$ cat src/rtl/rcfg_pkg.sv
package rcfg_pkg;

    typedef enum logic [1:0] {
        ST_IDLE  = 2'd0,
        ST_RESET = 2'd1,
        ST_LOAD  = 2'd2,
        ST_DRAIN = 2'd3
    } rcfg_state_e;

    // word indices on the register bus
    localparam logic [2:0] REG_CTRL  = 3'd0;
    localparam logic [2:0] REG_STAT  = 3'd1;
    localparam logic [2:0] REG_DATA  = 3'd2;
    localparam logic [2:0] REG_ERR   = 3'd3;
    localparam logic [2:0] REG_ID_LO = 3'd4;
    localparam logic [2:0] REG_ID_HI = 3'd5;

    // control word bit positions
    localparam int CB_RST   = 0;
    localparam int CB_ACK   = 4;
    localparam int CB_REG_L = 8;
    localparam int CB_START = 12;
    localparam int CB_PUSH  = 13;
    localparam int CB_KIND  = 14;
    localparam int CB_CFG_L = 32;

    // error bits
    localparam int EB_PREV  = 0;
    localparam int EB_CRC   = 1;
    localparam int EB_COMP  = 2;
    localparam int EB_PROTO = 3;
    localparam int EB_OVF   = 4;
    localparam int ERR_W    = 5;

    localparam int CREDIT_W = 9;

endpackage

$ cat src/rtl/rcfg_fifo.sv
module rcfg_fifo #(
    parameter int DEPTH = 16,
    parameter int WIDTH = 32,
    localparam int PTR_W = (DEPTH > 1) ? $clog2(DEPTH) : 1,
    localparam int CNT_W = $clog2(DEPTH + 1)
) (
    input  logic             clk,
    input  logic             rst_n,
    input  logic             flush,
    input  logic             push,
    input  logic [WIDTH-1:0] din,
    input  logic             pop,
    output logic [WIDTH-1:0] dout,
    output logic             empty,
    output logic             full,
    output logic [CNT_W-1:0] free
);

    localparam logic [PTR_W-1:0] LAST = PTR_W'(DEPTH - 1);
    localparam logic [CNT_W-1:0] CAP  = CNT_W'(DEPTH);

    logic [WIDTH-1:0] mem [DEPTH];
    logic [PTR_W-1:0] wr_ptr, rd_ptr;
    logic [CNT_W-1:0] count;

    always_ff @(posedge clk) begin
        if (!rst_n || flush) begin
            wr_ptr <= '0;
            rd_ptr <= '0;
            count  <= '0;
        end else begin
            if (push) wr_ptr <= (wr_ptr == LAST) ? '0 : wr_ptr + 1'b1;
            if (pop)  rd_ptr <= (rd_ptr == LAST) ? '0 : rd_ptr + 1'b1;
            if (push && !pop)      count <= count + 1'b1;
            else if (pop && !push) count <= count - 1'b1;
        end
    end

    always_ff @(posedge clk) begin
        if (push) mem[wr_ptr] <= din;
    end

    assign dout  = mem[rd_ptr];
    assign empty = (count == '0);
    assign full  = (count == CAP);
    assign free  = CAP - count;

    AST_NO_OVERFLOW: assert property (@(posedge clk) disable iff (!rst_n)
        push |-> !full);
    AST_NO_UNDERFLOW: assert property (@(posedge clk) disable iff (!rst_n)
        pop |-> !empty);
    AST_CREDIT_BOUND: assert property (@(posedge clk) disable iff (!rst_n)
        free <= CAP);

endmodule

$ cat src/rtl/rcfg_fsm.sv
module rcfg_fsm
    import rcfg_pkg::*;
(
    input  logic        clk,
    input  logic        rst_n,
    input  logic        rst_req,
    input  logic        start_wr,
    input  logic        push_wr,
    input  logic        fifo_empty,
    output rcfg_state_e state,
    output logic        ack,
    output logic        start_bit,
    output logic        push_bit,
    output logic        flush,
    output logic        launch,
    output logic        done
);

    rcfg_state_e state_q, state_d;

    always_comb begin
        state_d = state_q;
        if (rst_req) begin
            state_d = ST_RESET;
        end else begin
            unique case (state_q)
                ST_RESET: state_d = ST_IDLE;
                ST_IDLE:  if (start_wr)   state_d = ST_LOAD;
                ST_LOAD:  if (push_wr)    state_d = ST_DRAIN;
                ST_DRAIN: if (fifo_empty) state_d = ST_IDLE;
            endcase
        end
    end

    always_ff @(posedge clk) begin
        if (!rst_n) state_q <= ST_IDLE;
        else        state_q <= state_d;
    end

    always_comb begin
        state     = state_q;
        ack       = (state_q == ST_RESET);
        flush     = (state_q == ST_RESET);
        start_bit = (state_q == ST_LOAD) || (state_q == ST_DRAIN);
        push_bit  = (state_q == ST_DRAIN);
        launch    = (state_q == ST_IDLE) && start_wr && !rst_req;
        done      = (state_q == ST_DRAIN) && fifo_empty && !rst_req;
    end

    AST_ACK_NEEDS_REQ: assert property (@(posedge clk) disable iff (!rst_n)
        $rose(ack) |-> $past(rst_req));
    AST_DRAIN_FROM_LOAD: assert property (@(posedge clk) disable iff (!rst_n)
        $rose(push_bit) |-> $past(push_wr));

endmodule

$ cat src/rtl/rcfg_ctrl_regs.sv
module rcfg_ctrl_regs
    import rcfg_pkg::*;
#(
    parameter int          FIFO_DEPTH = 16,
    parameter logic [63:0] IFC_ID_LO  = 64'h0,
    parameter logic [63:0] IFC_ID_HI  = 64'h0
) (
    input  logic        clk,
    input  logic        rst_n,
    input  logic        bus_wr,
    input  logic        bus_rd,
    input  logic [2:0]  bus_addr,
    input  logic [63:0] bus_wdata,
    output logic [63:0] bus_rdata,
    output logic        snk_valid,
    output logic [31:0] snk_data,
    input  logic        snk_ready,
    input  logic        inj_crc_err,
    input  logic        inj_compat_err,
    output logic [1:0]  cfg_region
);

    // FIFO_DEPTH must not exceed 511 so the credit fits its 9-bit field
    localparam int CNT_W = $clog2(FIFO_DEPTH + 1);

    rcfg_state_e      state;
    logic             ack, start_bit, push_bit, flush, launch, done;
    logic             fifo_empty, fifo_full, fifo_push, fifo_pop;
    logic [CNT_W-1:0] fifo_free;

    logic             rst_q, kind_q;
    logic [1:0]       region_fld, region_act;
    logic [31:0]      cfg_q;
    logic [ERR_W-1:0] err_q, err_set, err_clr;
    logic [63:0]      rd_word, rdata_q;

    logic wr_ctrl, wr_data, wr_err;
    assign wr_ctrl = bus_wr && (bus_addr == REG_CTRL);
    assign wr_data = bus_wr && (bus_addr == REG_DATA);
    assign wr_err  = bus_wr && (bus_addr == REG_ERR);

    rcfg_fsm u_fsm (
        .clk        (clk),
        .rst_n      (rst_n),
        .rst_req    (rst_q),
        .start_wr   (wr_ctrl && bus_wdata[CB_START]),
        .push_wr    (wr_ctrl && bus_wdata[CB_PUSH]),
        .fifo_empty (fifo_empty),
        .state      (state),
        .ack        (ack),
        .start_bit  (start_bit),
        .push_bit   (push_bit),
        .flush      (flush),
        .launch     (launch),
        .done       (done)
    );

    assign fifo_push = wr_data && (state == ST_LOAD) && !fifo_full;
    assign fifo_pop  = snk_valid && snk_ready;

    rcfg_fifo #(.DEPTH(FIFO_DEPTH), .WIDTH(32)) u_fifo (
        .clk   (clk),
        .rst_n (rst_n),
        .flush (flush),
        .push  (fifo_push),
        .din   (bus_wdata[31:0]),
        .pop   (fifo_pop),
        .dout  (snk_data),
        .empty (fifo_empty),
        .full  (fifo_full),
        .free  (fifo_free)
    );

    assign snk_valid  = !fifo_empty;
    assign cfg_region = region_act;

    // control fields held for the host
    always_ff @(posedge clk) begin
        if (!rst_n) begin
            rst_q      <= 1'b0;
            kind_q     <= 1'b0;
            region_fld <= '0;
            cfg_q      <= '0;
            region_act <= '0;
        end else begin
            if (wr_ctrl) begin
                rst_q      <= bus_wdata[CB_RST];
                kind_q     <= bus_wdata[CB_KIND];
                region_fld <= bus_wdata[CB_REG_L +: 2];
                cfg_q      <= bus_wdata[CB_CFG_L +: 32];
            end
            if (launch) region_act <= bus_wdata[CB_REG_L +: 2];
        end
    end

    // sticky errors, write-one-to-clear; a new event wins over a clear
    always_comb begin
        err_set           = '0;
        err_set[EB_CRC]   = inj_crc_err;
        err_set[EB_COMP]  = inj_compat_err;
        err_set[EB_PROTO] = wr_data && !fifo_push;
        err_set[EB_OVF]   = wr_data && (state == ST_LOAD) && fifo_full;
        err_set[EB_PREV]  = done && (|(err_q[ERR_W-1:1] | err_set[ERR_W-1:1]));
        err_clr           = wr_err ? bus_wdata[ERR_W-1:0] : '0;
    end

    always_ff @(posedge clk) begin
        if (!rst_n) err_q <= '0;
        else        err_q <= (err_q & ~err_clr) | err_set;
    end

    always_comb begin
        rd_word = '0;
        unique case (bus_addr)
            REG_CTRL: begin
                rd_word[CB_RST]          = rst_q;
                rd_word[CB_ACK]          = ack;
                rd_word[CB_REG_L +: 2]   = region_fld;
                rd_word[CB_START]        = start_bit;
                rd_word[CB_PUSH]         = push_bit;
                rd_word[CB_KIND]         = kind_q;
                rd_word[CB_CFG_L +: 32]  = cfg_q;
            end
            REG_STAT: begin
                rd_word[CREDIT_W-1:0] = CREDIT_W'(fifo_free);
                rd_word[16]           = |err_q;
                rd_word[22:20]        = {1'b0, fifo_full, fifo_empty};
                rd_word[27:24]        = {2'b00, state};
            end
            REG_ERR:   rd_word[ERR_W-1:0] = err_q;
            REG_ID_LO: rd_word = IFC_ID_LO;
            REG_ID_HI: rd_word = IFC_ID_HI;
            default:   rd_word = '0;
        endcase
    end

    always_ff @(posedge clk) begin
        if (!rst_n)      rdata_q <= '0;
        else if (bus_rd) rdata_q <= rd_word;
    end
    assign bus_rdata = rdata_q;

    AST_REGION_HELD: assert property (@(posedge clk) disable iff (!rst_n)
        start_bit && $past(start_bit) |-> $stable(region_act));
    AST_START_CLEARS_EMPTY: assert property (@(posedge clk) disable iff (!rst_n)
        $fell(start_bit) && !$past(rst_q) |-> fifo_empty);
    AST_DROP_FLAGS_PROTO: assert property (@(posedge clk) disable iff (!rst_n)
        wr_data && (state != ST_LOAD) |=> err_q[EB_PROTO]);
    AST_PREV_ON_FAIL: assert property (@(posedge clk) disable iff (!rst_n)
        done && err_q[EB_CRC] |=> err_q[EB_PREV]);

endmodule

$ cat config.mk
export PLATFORM = sky130hd
export DESIGN_NAME = rcfg_ctrl_regs
export DESIGN_NICKNAME = d
export VERILOG_FILES = /design/src/rtl/rcfg_pkg.sv /design/src/rtl/rcfg_fifo.sv /design/src/rtl/rcfg_fsm.sv /design/src/rtl/rcfg_ctrl_regs.sv
export SDC_FILE = /design/constraint.sdc
export NUM_CORES = 1
export LEC_CHECK = 0
export BUFFER_PORTS_ARGS = -buffer_cell sky130_fd_sc_hd__clkbuf_2
export CORE_MARGIN = 2
export CORE_UTILIZATION = 60
export DETAILED_ROUTE_END_ITERATION = 8
export GPL_TIMING_DRIVEN = 0
export PLACE_DENSITY = 0.76
export SLEW_MARGIN = 20
export SYNTH_ARGS = -nofsm -noshare
export SYNTH_HDL_FRONTEND = slang
export SYNTH_SLANG_ARGS = --single-unit
$ cat constraint.sdc
create_clock -name clk -period 4.8 [get_ports clk]
set_input_delay 0.96 -clock clk [delete_from_list [all_inputs] [get_ports clk]]
set_output_delay 0.96 -clock clk [all_outputs]
set_load 0.03 [all_outputs]
==> out/results.ini, run 1 <==
[routing]
post_detailed_route_count_of_antenna_violating_nets = 0
detail_route.iter0.violations = 1254
drt_drc_violations_left = 0
via_count = 13237
drt_first_pass_iters = 5
avgRoutedWirePerCell_um = 25.5
route.final.wire_length_um = 54900
routed_via_density = 6.15

[die]
floorplan.io_pins = 173
std_cell_rows = 73
floorplan.die_area_um2 = 41400
floorplan.die.height_um = 203
fp.dieW_um = 203
floorplan.initialDensity = 0.605
area_of_the_core_um2 = 39500

[synth]
post-synth-top-area-fraction = 0.644
ys_warn_count = 0
cell_types_with_the_largest_area_share_after_synthesis = sky130_fd_sc_hd__edfxtp_1, sky130_fd_sc_hd__mux4_2, sky130_fd_sc_hd__dfxtp_1
synthDistinctLibCells = 52
synth_area_per_cell_um2 = 18.2
dominant_combinational_cell_family_by_area_after_synthesis = multiplexers
total_standard_cell_area_after_synthesis_um2 = 23900
ys_dominant_reg_cell = sky130_fd_sc_hd__edfxtp_1
synth-compound-area-share = 0.0552
syn_inst = 1311
seq_area_frac_synth = 0.736
async_reset_ff_frac = 0
adder_and_majority_gate_portion_of_the_synthesized_area = 0.00766
muxShareOfSynthArea = 0.124
synth_xor_area_frac = 0.00257
synth_simple_gate_area_share = 0.0513
yosys_top_cell_by_area = sky130_fd_sc_hd__edfxtp_1
post_synth_edffs = 512
synth_seq_cells = 621

[timing]
fin_setup_tns_ns = 0
fin_worst_skew_ns = 0.0180
final-max-slew-violation-count = 0
layout_worst_path_cycle_share = 0.846
final-hold-violation-count = 0
finalWorstPathRequiredPeriod_ns = 4.06
setup_violations = 0
setup_repair_after_global_routing_missed_its_margin = no
worst-slew-pin-transition_ns = 0.880
max_slew_margin = 0.413
maxClockFrequency_mhz = 246

[critical_path]
worst-r2r-setup-slack_ns = 1.61
reg2reg_to = u_fifo.count[4]$_SDFFE_PP0P_
worst_setup_path_end_kind = output port
worst_r2r_path_depth = 13
worstSetupPathType = flip-flop to output port
critical_path_source_type = flip-flop
timing.rr.start = u_fifo.count[0]$_SDFFE_PP0P_
cp_max_fo = 10
worstPathRequired_ns = 3.84
cp.arrival_ns = 3.10

[worst_hold_path]
hold_path.class = flip-flop to flip-flop
hold_start = cfg_q[3]$_SDFFE_PN0P_
hold_path_end = cfg_q[3]$_SDFFE_PN0P_
holdPathStages = 2

[finish]
flow.area_growth_from_synthesis_pct = 17.0
post_route_non_filler_standard_cell_count = 2152
fin_area_um2 = 27900
layout-drive-gt1-share = 0.296
final_net_count = 1663
end_of_flow_core_utilization = 0.708

[run_status]
run_status = completed

[placed_design]
gp_congestion = 0.787
place_inst = 2038
placement.cell_area_um2 = 25900
port-buffer-count = 154
post-dp-hpwl_um = 34200

[global_route]
grt_start_max_net_pins = 21
grt_overflow_total = 0
number_of_global_route_vias_before_repair = 13754
grt_antenna_before_repair = 1
grt_first_pass_wirelength_um = 82900
grtUsageTotal = 0.273

[cts]
cts_num_sinks = 621
cts-buffers-inserted = 60
cts_tree = built
post_cts_hold_buffer_count = 0
cts_max_level = 2
clk_transition_reported_paths_ns = 0.06
cts.repair_timing.setup_buffer_count = 0
root_buffer_selected_by_cts = sky130_fd_sc_hd__clkbuf_16
clock_tree.buffer_depth = 3
clk-insertion-delay-late_ns = 0.62
post_cts.resized_instances = 0

[power]
power.total_uw = 12600
leakagePower_uw = 0.00932
ir_worst_vdd_mv = 0.384
p_per_area_nw_per_um2 = 452

[run]
drv.max_cap_violation_count = 0

final cells by class:
cell class,instances,area [µm²]
Sequential cell,621,17600
Buffer,95,518
Inverter,11,41.3
Clock buffer,84,1680
Multi-Input combinational cell,600,5910
Antenna cell,1,2.50
Timing Repair Buffer,186,1240
Fill cell,2442,11500
Clock inverter,29,320
Tap cell,525,657
synth_stat cells, types with 2 or more instances:
library cell,instances
sky130_fd_sc_hd__a211o_1,3
sky130_fd_sc_hd__a21boi_0,34
sky130_fd_sc_hd__a21boi_1,4
sky130_fd_sc_hd__a21oi_1,12
sky130_fd_sc_hd__a22oi_1,106
sky130_fd_sc_hd__a311oi_1,2
sky130_fd_sc_hd__a31oi_1,2
sky130_fd_sc_hd__and2_1,8
sky130_fd_sc_hd__buf_1,5
sky130_fd_sc_hd__buf_2,21
sky130_fd_sc_hd__buf_4,30
sky130_fd_sc_hd__buf_6,3
sky130_fd_sc_hd__clkbuf_1,36
sky130_fd_sc_hd__dfxtp_1,109
sky130_fd_sc_hd__edfxtp_1,512
sky130_fd_sc_hd__ha_1,13
sky130_fd_sc_hd__inv_1,10
sky130_fd_sc_hd__mux2i_1,6
sky130_fd_sc_hd__mux4_2,128
sky130_fd_sc_hd__nand2_1,121
sky130_fd_sc_hd__nand2b_1,4
sky130_fd_sc_hd__nand3_1,9
sky130_fd_sc_hd__nand4_1,4
sky130_fd_sc_hd__nor2_1,29
sky130_fd_sc_hd__nor2b_1,57
sky130_fd_sc_hd__nor3_1,6
sky130_fd_sc_hd__nor3b_1,2
sky130_fd_sc_hd__o21ai_0,3
sky130_fd_sc_hd__o2bb2ai_1,4
sky130_fd_sc_hd__xnor2_1,3
sky130_fd_sc_hd__xor2_1,4
how the worst max path moves through the flow:
stage / cells after the start / endpoint / slack (ns) / start
floorplan: 5 / u_fifo.mem[0][0]$_DFFE_PP_ / 0.36 / bus_addr[2]
global placement: 4 / u_fifo.mem[3][22]$_DFFE_PP_ / -2.29 / bus_addr[2]
detailed placement: 7 / u_fifo.mem[0][27]$_DFFE_PP_ / 1.28 / bus_addr[2]
CTS: 6 / snk_data[13] / 0.72 / flip-flop
global route: 6 / snk_data[12] / 0.63 / flip-flop
finish: 6 / snk_data[13] / 0.74 / flip-flop
report_power, final:
part	switching, µW	total, µW	internal, µW
clock network	1980	4750	2770
registers	39.9	5900	5860
logic	1110	1960	852
total	3130	12600	9480
cell families (layout without fill, tap and decap cells):
kind of cell             Yosys count  in the layout
flip-flops                       621            621
AND/OR/NAND/NOR                  250            250
AO/OA/AOI/OAI                    177            177
multiplexers                     135            135
buffers and inverters            106            405
adder cells (fa/ha/maj)           14             14
XOR/XNOR                           7              7
other                              1             18
layout by cell type, fill, tap and decap left out, drive strengths merged, types with 4 or more instances in the layout:
cell type  synthesis  routed
nand4              4       4
bufinv             0       6
clkbuf            36     274
nand2b             4       4
dfxtp            109     109
buf               59      91
and2               8       8
o2bb2ai            4       4
nor2              29      29
a21boi            38      38
mux4             128     128
xor2               4       4
ha                13      13
mux2i              6       6
nor2b             57      57
a22oi            106     106
nand2            121     121
nor3               6       6
a21oi             12      12
conb               1      17
edfxtp           512     512
nand3              9       9
clkinv             0      19
inv               11      13
routing by layer:
layer / part of all wire / wire [µm] / GRT usage
met5: 0 / 0 / 0
met4: 0.025 / 1350 / 0.0800
met3: 0.084 / 4590 / 0.0524
met2: 0.50 / 27500 / 0.450
met1: 0.39 / 21500 / 0.376
through the flow:
step	hold slack (ns)	setup slack, ns
floorplan	0.435	0.358
global placement	0.441	-2.29
detailed placement	0.446	1.28
CTS	0.454	0.718
global route	0.475	0.628
finish	0.452	0.738
registers in the layout (all words and copies together), names as in the netlist, named ones only:
signal	cells
u_fifo.wr_ptr	4
cfg_region	2
bus_rdata	47
u_fifo.rd_ptr	4
cfg_q	32
kind_q	1
u_fifo.mem	512
err_q	5
rst_q	1
u_fifo.count	5
u_fsm.state	2
region_fld	2
worst max-delay path, cell delays in order, from the launching register on:
cell                       delay [ns]
sky130_fd_sc_hd__dfxtp_1         0.38
sky130_fd_sc_hd__clkbuf_1        0.65
sky130_fd_sc_hd__buf_2           0.50
sky130_fd_sc_hd__mux4_2          0.40
sky130_fd_sc_hd__a22oi_1         0.23
sky130_fd_sc_hd__nand2_1         0.11
sky130_fd_sc_hd__clkbuf_2        0.19
No activity file was read; power rests on OpenSTA's default activity.
==> run 2, diff against run 1 <==
==> constraint.sdc (replaced) <==
create_clock -name clk -period 3.8 [get_ports clk]
set_input_delay 0.76 -clock clk [delete_from_list [all_inputs] [get_ports clk]]
set_output_delay 0.76 -clock clk [all_outputs]
set_load 0.03 [all_outputs]
==> out/results.ini, run 2 (synthesized netlist as in run 1, its figures left out) <==
[die]
floorplan.die.height_um = 203  ; unchanged
floorplan.io_pins = 173  ; unchanged
floorplan.die_area_um2 = 41400  ; unchanged
fp.dieW_um = 203  ; unchanged
std_cell_rows = 73  ; unchanged
floorplan.initialDensity = 0.605  ; unchanged
area_of_the_core_um2 = 39500  ; unchanged

[finish]
end_of_flow_core_utilization = 0.709  ; +0.000888
flow.area_growth_from_synthesis_pct = 17.2
final_net_count = 1654  ; -0.54%
largest_register_ffs = 512  ; unchanged
layout-drive-gt1-share = 0.293  ; -0.00312
max_flop_register = u_fifo.mem
insertedDiodeCount = 0  ; -1
layout_commonest_cell = sky130_fd_sc_hd__edfxtp_1
fin_area_um2 = 28000  ; +0.13%
final_cell_mix = sky130_fd_sc_hd__edfxtp_1, sky130_fd_sc_hd__clkbuf_2, sky130_fd_sc_hd__mux4_2

[timing]
fin_setup_tns_ns = 0  ; unchanged
setup_repair_after_global_routing_missed_its_margin = no
maxClockFrequency_mhz = 268
max_slew_margin = 0.401  ; -0.0118
worst-slew-pin-transition_ns = 0.898  ; +0.0177 ns
fin_worst_skew_ns = 0.0258  ; +0.00782 ns
final-max-slew-violation-count = 0  ; unchanged
setup_violations = 0  ; unchanged
layout_worst_path_cycle_share = 0.981
finalWorstPathRequiredPeriod_ns = 3.73
fin_hold_ws_ns = 0.359  ; -0.0924 ns
timing.final.ws_setup_ns = 0.0714  ; -0.666 ns
final-hold-violation-count = 0  ; unchanged

[routing]
detail_route.iter0.violations = 1429  ; +14%
via_count = 13198  ; -0.29%
routed_via_density = 6.16  ; +0.22%
post_detailed_route_count_of_antenna_violating_nets = 0  ; unchanged
drt_drc_violations_left = 0  ; unchanged
avgRoutedWirePerCell_um = 26.1  ; +2.2%
drt_first_pass_iters = 7  ; +2
route.final.wire_length_um = 55800  ; +1.6%

[worst_hold_path]
hold_path.class = primary input to flip-flop
hold_path_end = cfg_q[19]$_SDFFE_PN0P_
hold_start = bus_wdata[51]
holdPathStages = 3  ; +1

[critical_path]
worstPathRequired_ns = 3.04  ; -0.80 ns
reg2reg_to = u_fifo.count[4]$_SDFFE_PP0P_
timing.rr.start = u_fifo.count[0]$_SDFFE_PP0P_
cp_num_buf_inv = 3  ; unchanged
worstSetupPathType = flip-flop to output port
cp_max_fo = 10  ; unchanged
cell_family_with_most_cp_delay = buffers and inverters
critical_path_source_type = flip-flop
worst_setup_path_end_kind = output port
cp.arrival_ns = 2.97  ; -0.13 ns
crit_chain = buf_2 > clkbuf_1 > mux4_2 > a22oi_1 > nand2_1 > clkbuf_2
worst-r2r-setup-slack_ns = 0.55  ; -1.06 ns
critPathMaxStageDelay_ns = 0.71  ; +0.06 ns
worst_r2r_path_depth = 13  ; unchanged
cp_slowest_cell = sky130_fd_sc_hd__clkbuf_1

[placed_design]
placement.cell_area_um2 = 25900  ; about the same
gp_congestion = 0.777  ; -1.3%
dp_slack_ns = 0.563  ; -0.716 ns
port-buffer-count = 154  ; unchanged
post-dp-hpwl_um = 34300  ; +0.24%

[power]
leakagePower_uw = 0.00925  ; -0.76%
p_per_area_nw_per_um2 = 574  ; +27%
ir_worst_vdd_mv = 0.401  ; +4.5%

[cts]
clk-insertion-delay-late_ns = 0.63  ; about the same
root_buffer_selected_by_cts = sky130_fd_sc_hd__clkbuf_16
cts_tree = built
clk_transition_reported_paths_ns = 0.06  ; about the same
cts_max_level = 2  ; unchanged
cts_num_sinks = 621  ; unchanged
cts-buffers-inserted = 59  ; -1.7%
clock_tree.buffer_depth = 3  ; unchanged

[global_route]
grt_first_pass_wirelength_um = 83400  ; +0.55%
grt_antenna_before_repair = 0  ; -1
grt_start_max_net_pins = 20  ; -4.8%
grtUsageTotal = 0.275  ; +0.00256
grt_overflow_total = 0  ; unchanged
number_of_global_route_vias_before_repair = 13807  ; +0.39%

[run]
drv.max_cap_violation_count = 0  ; unchanged

[run_status]
run_status = completed

run 2: repair_timing:
item,4_1_cts,5_1_grt
endpoints found under the setup margin,3,4
hold buffers,0,0
gates resized for setup,1,5
buffers inserted,0,0
hold endpoints to repair,0,0
run 2: worst max-delay path by stage:
stage	end	cells after the start	start
final	snk_data[10]	6	flip-flop
after global placement	u_fifo.mem[4][18]$_DFFE_PP_	5	bus_addr[2]
after detailed placement	u_fifo.mem[11][21]$_DFFE_PP_	5	bus_addr[2]
after global routing	snk_data[10]	6	flip-flop
after floorplan	u_fifo.mem[12][0]$_DFFE_PP_	5	bus_addr[2]
after CTS	snk_data[7]	6	flip-flop
run 2: power by group:
| group | switching (µW) | internal, µW |
|---|---|---|
| Combinational | 1400 | 1080 |
| Clock | 2530 | 3580 |
| Sequential | 53.8 | 7400 |
| Total | 3990 | 12100 |
run 2: final cells by class:
class,count,area [µm²]
buffer,95,522
clock buffer,72,1550
clock inverter,39,465
fill,2426,11500
inverter,11,41.3
multi-input combinational,600,5940
sequential,621,17600
tap,525,657
timing repair buffer,178,1230
run 2: tightest hold or removal path: stages:
cell and delay (ns):
sky130_fd_sc_hd__clkbuf_2 0.08, sky130_fd_sc_hd__nand2_1 0.04, sky130_fd_sc_hd__a21boi_0 0.06
run 2: per-stage QoR:
| step | instances | power (µW) |
|---|---|---|
| 2_1_floorplan | 1327 | 9400 |
| 3_3_place_gp | 2006 | 10000 |
| 3_5_place_dp | 2030 | 10100 |
| 4_1_cts | 2141 | 16100 |
| 5_1_grt | 2141 | 16500 |
| 6_report | 2141 | 16000 |
run 2: routing by layer:
| layer | GRT usage | vias to the layer above | wire length [µm] |
|---|---|---|---|
| li1 | - | 5681 | - |
| met1 | 0.367 | 6758 | 21400 |
| met2 | 0.460 | 666 | 28200 |
| met3 | 0.0636 | 93 | 4940 |
| met4 | 0.0795 | 0 | 1290 |
| met5 | 0 | - | 0 |
